[config.mk]
export PLATFORM = sky130hd
export DESIGN_NAME = txf_top
export DESIGN_NICKNAME = d
export VERILOG_FILES = /design/src/rtl/txf_pkg.sv /design/src/rtl/txf_fmt_decode.sv /design/src/rtl/txf_frame_build.sv /design/src/rtl/txf_top.sv
export SDC_FILE = /design/constraint.sdc
export NUM_CORES = 1
export LEC_CHECK = 0
export ABC_AREA = 1
export BUFFER_PORTS_ARGS = -buffer_cell sky130_fd_sc_hd__buf_4
export CAP_MARGIN = 20
export CORE_MARGIN = 1.5
export CORE_UTILIZATION = 50
export CTS_CLUSTER_SIZE = 40
export DETAILED_ROUTE_END_ITERATION = 7
export GPL_ROUTABILITY_DRIVEN = 1
export GPL_TIMING_DRIVEN = 0
export PLACE_DENSITY = 0.71
export SYNTH_ARGS = -nofsm -noshare
export SYNTH_HDL_FRONTEND = slang
export SYNTH_SLANG_ARGS = --single-unit
[constraint.sdc]
create_clock -name clk -period 4.97 [get_ports clk]
set_input_delay 1.491 -clock clk [delete_from_list [all_inputs] [get_ports clk]]
set_output_delay 1.491 -clock clk [all_outputs]
set_load 0.02 [all_outputs]
[src/rtl/txf_pkg.sv]
package txf_pkg;
  // Control word field positions
  localparam int SIZE_LSB = 0;
  localparam int PAR_LSB  = 3;
  localparam int STOP_BIT = 5;
  localparam int CTRL_W   = 6;

  typedef struct packed {
    logic [3:0] nbits;     // data bits in frame
    logic       par_en;    // parity bit appended
    logic       par_odd;   // odd rather than even parity
    logic       two_stop;  // two stop bits
  } frame_cfg_t;

  typedef enum logic [1:0] {
    ST_IDLE  = 2'd0,
    ST_ARMED = 2'd1,
    ST_SHIFT = 2'd2
  } tx_state_t;
endpackage

[src/rtl/txf_fmt_decode.sv]
module txf_fmt_decode
  import txf_pkg::*;
(
  input  logic [CTRL_W-1:0] ctrl,
  output frame_cfg_t        cfg
);
  logic [2:0] size_code;
  logic [1:0] par_code;

  assign size_code = ctrl[SIZE_LSB +: 3];
  assign par_code  = ctrl[PAR_LSB +: 2];

  always_comb begin
    unique case (size_code)
      3'b000:  cfg.nbits = 4'd5;
      3'b001:  cfg.nbits = 4'd6;
      3'b010:  cfg.nbits = 4'd7;
      3'b011:  cfg.nbits = 4'd8;
      3'b111:  cfg.nbits = 4'd9;
      default: cfg.nbits = 4'd8;   // reserved sizes fall back to 8
    endcase
    cfg.par_en   = par_code[1];    // 01 reserved behaves as disabled
    cfg.par_odd  = par_code[0];
    cfg.two_stop = ctrl[STOP_BIT];
  end
endmodule

[src/rtl/txf_frame_build.sv]
module txf_frame_build
  import txf_pkg::*;
#(
  parameter int DATA_W  = 9,
  parameter int FRAME_W = 1 + DATA_W + 1 + 2,
  parameter int CNT_W   = $clog2(FRAME_W + 1)
) (
  input  frame_cfg_t        cfg,
  input  logic [DATA_W-1:0] data,
  output logic [FRAME_W-1:0] frame,
  output logic [CNT_W-1:0]   len
);
  logic par_bit;
  int   nb;
  int   total;

  always_comb begin
    nb      = int'(cfg.nbits);
    par_bit = cfg.par_odd;
    for (int i = 0; i < DATA_W; i++) begin
      if (i < nb) par_bit = par_bit ^ data[i];
    end
    frame    = '1;          // stop bits and padding are high
    frame[0] = 1'b0;        // start bit
    for (int i = 0; i < DATA_W; i++) begin
      if (i < nb) frame[1 + i] = data[i];
    end
    for (int j = 0; j < FRAME_W; j++) begin
      if (cfg.par_en && (j == 1 + nb)) frame[j] = par_bit;
    end
    total = 1 + nb + (cfg.par_en ? 1 : 0) + (cfg.two_stop ? 2 : 1);
    len   = CNT_W'(total);
  end
endmodule

[src/rtl/txf_top.sv]
module txf_top
  import txf_pkg::*;
#(
  parameter int DATA_W = 9
) (
  input  logic              clk,
  input  logic              rst,
  input  logic              baud_tick,
  input  logic [CTRL_W-1:0] ctrl,
  input  logic [DATA_W-1:0] data,
  input  logic              start,
  output logic              line_out,
  output logic              busy,
  output logic              done
);
  localparam int FRAME_W = 1 + DATA_W + 1 + 2;
  localparam int CNT_W   = $clog2(FRAME_W + 1);

  frame_cfg_t          cfg;
  logic [FRAME_W-1:0]  frame_new;
  logic [CNT_W-1:0]    len_new;

  tx_state_t           state_q;
  logic [FRAME_W-1:0]  frame_q;
  logic [CNT_W-1:0]    left_q;
  logic                line_q;
  logic                busy_q;
  logic                done_q;

  txf_fmt_decode u_decode (
    .ctrl (ctrl),
    .cfg  (cfg)
  );

  txf_frame_build #(
    .DATA_W  (DATA_W),
    .FRAME_W (FRAME_W),
    .CNT_W   (CNT_W)
  ) u_build (
    .cfg   (cfg),
    .data  (data),
    .frame (frame_new),
    .len   (len_new)
  );

  always_ff @(posedge clk) begin
    if (rst) begin
      state_q <= ST_IDLE;
      frame_q <= '1;
      left_q  <= '0;
      line_q  <= 1'b1;
      busy_q  <= 1'b0;
      done_q  <= 1'b0;
    end else begin
      done_q <= 1'b0;
      unique case (state_q)
        ST_IDLE: begin
          if (start) begin
            frame_q <= frame_new;
            left_q  <= len_new;
            busy_q  <= 1'b1;
            state_q <= ST_ARMED;
          end
        end
        ST_ARMED: begin
          if (baud_tick) begin
            line_q  <= frame_q[0];
            frame_q <= {1'b1, frame_q[FRAME_W-1:1]};
            left_q  <= left_q - 1'b1;
            state_q <= ST_SHIFT;
          end
        end
        ST_SHIFT: begin
          if (baud_tick) begin
            if (left_q == '0) begin
              line_q  <= 1'b1;
              busy_q  <= 1'b0;
              done_q  <= 1'b1;
              state_q <= ST_IDLE;
            end else begin
              line_q  <= frame_q[0];
              frame_q <= {1'b1, frame_q[FRAME_W-1:1]};
              left_q  <= left_q - 1'b1;
            end
          end
        end
        default: state_q <= ST_IDLE;
      endcase
    end
  end

  assign line_out = line_q;
  assign busy     = busy_q;
  assign done     = done_q;

  // Idle line rests high
  assert_idle_line_R1: assert property (@(posedge clk) disable iff (rst)
    !busy |-> line_out);

  // Line moves only on tick edges
  assert_tick_paced_R2: assert property (@(posedge clk) disable iff (rst)
    !baud_tick |=> $stable(line_out));

  // Busy only rises after a strobe
  assert_busy_entry_R9: assert property (@(posedge clk) disable iff (rst)
    $rose(busy) |-> $past(start));

  // Done lasts a single cycle
  assert_done_single_R10: assert property (@(posedge clk) disable iff (rst)
    done |=> !done);

  // Done coincides with busy falling on a tick
  assert_done_end_R10: assert property (@(posedge clk) disable iff (rst)
    done |-> (!busy && $past(busy) && $past(baud_tick)));
endmodule

==> impl.org <==
** STA
- Setup violations remaining at the end of the flow were counted as 0.
- Hold violation total from the final report :: 0
- Max-slew violations :: 0
- Shortest period the worst path allows :: 3.067 ns
- Headroom to the max-slew limit came out at 65.19%.
- Final worst setup slack :: 1.903 ns
- Share of the clock period used by the worst path :: 61.72%
- Across the routed clock network, the largest skew measured is 0.001950 ns.
- Derived from the worst setup path, the maximum achievable clock frequency is 0.3260 GHz.
- Unrepaired setup endpoints after global routing :: false
- Setup TNS :: 0 ns
- Worst-Margin Slew :: 0.5222 ns

** Logic synthesis
- The commonest cells after synthesis are nand2_1 (58), nor2_1 (37), inv_1 (33).
- Leading post-synthesis cells by cell area :: dfxtp_1 (27%), nand2_1 (13%), ha_1 (9.1%)
- Fraction of synthesized cell area taken by the top area cell type :: 26.73%
- Counting flops with a built-in enable in the synthesized netlist gives 0.
- dfxtp_1 takes more of the synthesized area than any other cell.
- Number of distinct library cell variants in the gate-level netlist after synthesis :: 30
- Post-synthesis area per instance :: 6.437 µm²
- Post-synthesis register bit count :: 22
- In the synthesized netlist, mux cells make up 0% of the area.
- Share of synthesized cell area in and, or, nand and nor gates :: 33.71%
- Sequential fraction of the synthesis area :: 26.73%
- Xor and xnor area share after synthesis :: 2.658%
- The Yosys step of the flow raised 0 warnings.
- The mapped netlist covers 1648 µm².
- Post-synth ARST share :: 0%
- Adder and majority cell fraction of the synthesized area :: 11.54%
- Most common cell in the synthesized netlist :: nand2_1
- Synth Area in Compound Gates :: 15.26%
- After synthesis, the largest family of logic cells by area is simple AND/OR/NAND/NOR gates.
- In the synthesized netlist the dominant register cell turns out to be dfxtp_1.
- Synthesized netlist net count :: 289
- Synthesis handed over a netlist of 256 instances.

** Worst setup path
- Data on the critical path is required at its endpoint by 5.18 ns.
- Worst setup path category :: in2reg
- STA classifies the critical path startpoint as a primary input.
- Element type at the critical path end :: flop
- Data on the critical path arrives at its endpoint at 3.27 ns.
- Broken down by cell family, the worst path's largest delay share belongs to adder cells.
- Critical-path top delay cell :: fa_1
- Largest fanout on the critical path :: 5
- Chain of cells forming the critical path :: buf_4 > nand2_1 > nand2_1 > a21oi_1 > ha_1 > fa_1 > a21oi_1 > o21ai_0 > a32oi_1 > nor2_1
- Together, buffers and inverters on the worst path number 1.
- Max incr delay on CP :: 0.42 ns

** Power and ir drop
- Registers are responsible for 27.4% of the overall power.
- Clock network power share :: 13.8%
- Internal power comes to 0.5385 mW.
- Power spread over the standard cell area amounts to 527.8 nW/µm².
- Sw Pwr :: 0.4713 mW
- Combinational share of power :: 58.8%
- Leakage :: 0.9720 nW
- Highest ir drop seen on vdd :: 0.0002531 V
- Net switching is 46.67% of the power.

** Clock tree
- Clock transition time at the flip-flop clock pins of the worst setup and hold paths :: 0.13 ns
- The clock passes through at most 2 buffers.
- In this run the post-CTS setup repair buffer count came out at 0.
- Post-CTS repair changed the size of 0 cells.
- The tree is rooted in a clkbuf_4.
- After clock tree synthesis, the flow added hold-fix buffers numbering 0.
- Level count of the clock H-tree :: 1
- Counting every sink on the clock net gives 22.
- Counting the buffers created by CTS gives 3.
- At the later pin of the worst-skew pair, clock insertion delay measures 0.32 ns.
- TritonCTS built the clock tree.

** Layout
- Total non-filler cell area in the finished layout :: 1913 µm²
- The post-route netlist has 14.23% of its cells at a drive strength greater than 1.
- Number of nets at the end of the flow :: 315
- Antenna Diode Count :: 0
- Compared with the post-synthesis result, the final layout area differs by 16.10%.

** Detailed routing
- After the first detailed-routing iteration, the DRC count stood at 88.
- Antenna Violating Nets Remaining :: 0
- Vias per cell :: 4.855
- For this block, the routed nets add up to 3527 µm of wire.
- Routed vias :: 1578
- Remaining DRCs :: 0
- Dividing the detail-routed wire length by the instance count gives 10.85 µm.
- Drt first pass iters :: 4

** Run
- Across the run, the number of max-cap violations was 0.

** Die
- Row count :: 20
- IO Pins :: 22
- Initial cell density of the core :: 53.10%
- Die width :: 60.41 µm
- After floorplanning, the core was sized to cover 3103 µm².
- Die span in y :: 60.41 µm
- Area of the die :: 3649 µm²

** Placement
- Pre-CTS setup slack :: 1.546 ns
- Number of buffers added on ports :: 21
- GP Congestion :: 0.8436
- The placed instances occupy a cell area of 1861 µm².
- Summed over all nets, the half-perimeter wirelength after detailed placement is 2764 µm.

** Global routing
- In the global route stage, met1 resource usage came out at 33.51%.
- In the global route stage, met2 resource usage came out at 32.92%.
- GRT Resource Usage Total :: 22.55%
- The first global-routing pass estimated 6120 µm of wire.
- Initial antenna violation count :: 0
- Maximum number of pins on one net before global-route repair :: 14
- Number of global-route vias before repair :: 1379
- In the global route stage, met3 resource usage came out at 3.198%.
- Overflow left after global routing :: 0
- Busiest metal layer after global routing :: met1

** Min path
- Type of the tightest min-delay check :: reg2reg

** Status
- The flow ran to the end, and the final reports show no timing, DRC or antenna violations.
[per-stage QoR]
| step | cells | power, mW | utilization (%) | hold WS, ns |
|---|---|---|---|---|
| floorplan | 256 | 0.7322 | - | 0.4153 |
| global placement | 321 | 0.8662 | 59.96 | 0.4358 |
| detailed placement | 321 | 0.8699 | 59.96 | 0.4404 |
| CTS | 325 | 1.015 | 61.65 | 0.4710 |
| global route | 325 | 1.129 | 61.65 | 0.4833 |
| finish | 325 | 1.010 | 61.65 | 0.4722 |
[area by class of cell]
type | count | area (µm²)
Buffer | 6 | 31.28
Clock buffer | 3 | 22.52
Clock inverter | 1 | 30.03
Fill cell | 337 | 1190
Inverter | 36 | 135.1
Multi-Input combinational cell | 192 | 1041
Sequential cell | 22 | 440.4
Tap cell | 44 | 55.05
Timing Repair Buffer | 21 | 157.7
[registers in the layout, indices dropped and copies added, names as in the netlist]
register,flops
busy,1
line_out,1
done,1
left_q,4
frame_q,13
state_q,2
[worst min-delay path: stages, from the launching register on]
cell and delay, ns:
dfxtp_1 0.33, inv_1 0.05, nand3_1 0.07
[placed cells by master (no fill, tap or decap)]
cell type   n
clkbuf_1    4
bufinv_16   1
inv_1      33
nand2_2     3
a21oi_1    20
o31ai_1     1
buf_2       1
fa_1        2
o311ai_1    3
o21bai_1    2
o21ai_1     3
a32oi_1     1
nor2_4      2
clkbuf_4    3
xor2_1      2
or2_1       1
nand4_1     1
ha_1       12
inv_2       3
buf_6       1
nor2_2      3
nand2_1    58
nor2_1     37
xnor2_1     3
o22ai_1     1
o21ai_0    12
nor4_1      1
nand3_2     1
nor3_1      4
dfxtp_1    22
nand3_1    18
buf_4      21
a211oi_2    1
[metal layers]
layer / wire, µm / vias up
li1: - / 870
met1: 1809 / 669
met2: 1509 / 35
met3: 147 / 4
met4: 61 / 0
met5: 0 / -
[cells by family (layout without fill, tap and decap cells)]
logic type / Yosys count / in the layout
DFF: 22 / 22
buffers and inverters: 42 / 67
AOI/OAI and AO/OA: 44 / 44
xor gates and xnor gates: 5 / 5
adders and majority gates: 14 / 14
and+or+nand+nor: 129 / 129
[power by group through the flow]
stage	sequential (mW)	clock [mW]	combinational (mW)
3_3_place_gp	0.279	0	0.587
3_5_place_dp	0.280	0	0.590
4_1_cts	0.276	0.144	0.594
5_1_grt	0.285	0.152	0.691
2_1_floorplan	0.280	0	0.452
6_report	0.276	0.139	0.594
[final timing paths]
check / from / endpoint / slack [ns] / cells past startpoint
setup / recovery: ctrl[1] / left_q[2]$_SDFFE_PP0P_ / 1.90 / 10
hold / removal: frame_q[12]$_SDFFE_PP1P_ / frame_q[12]$_SDFFE_PP1P_ / 0.47 / 2
setup reg to reg: state_q[0]$_SDFFE_PP0P_ / frame_q[4]$_SDFFE_PP1P_ / 2.85 / 10
hold reg to reg: frame_q[12]$_SDFFE_PP1P_ / frame_q[12]$_SDFFE_PP1P_ / 0.47 / 2
No activity file was read; power rests on OpenSTA's default activity.
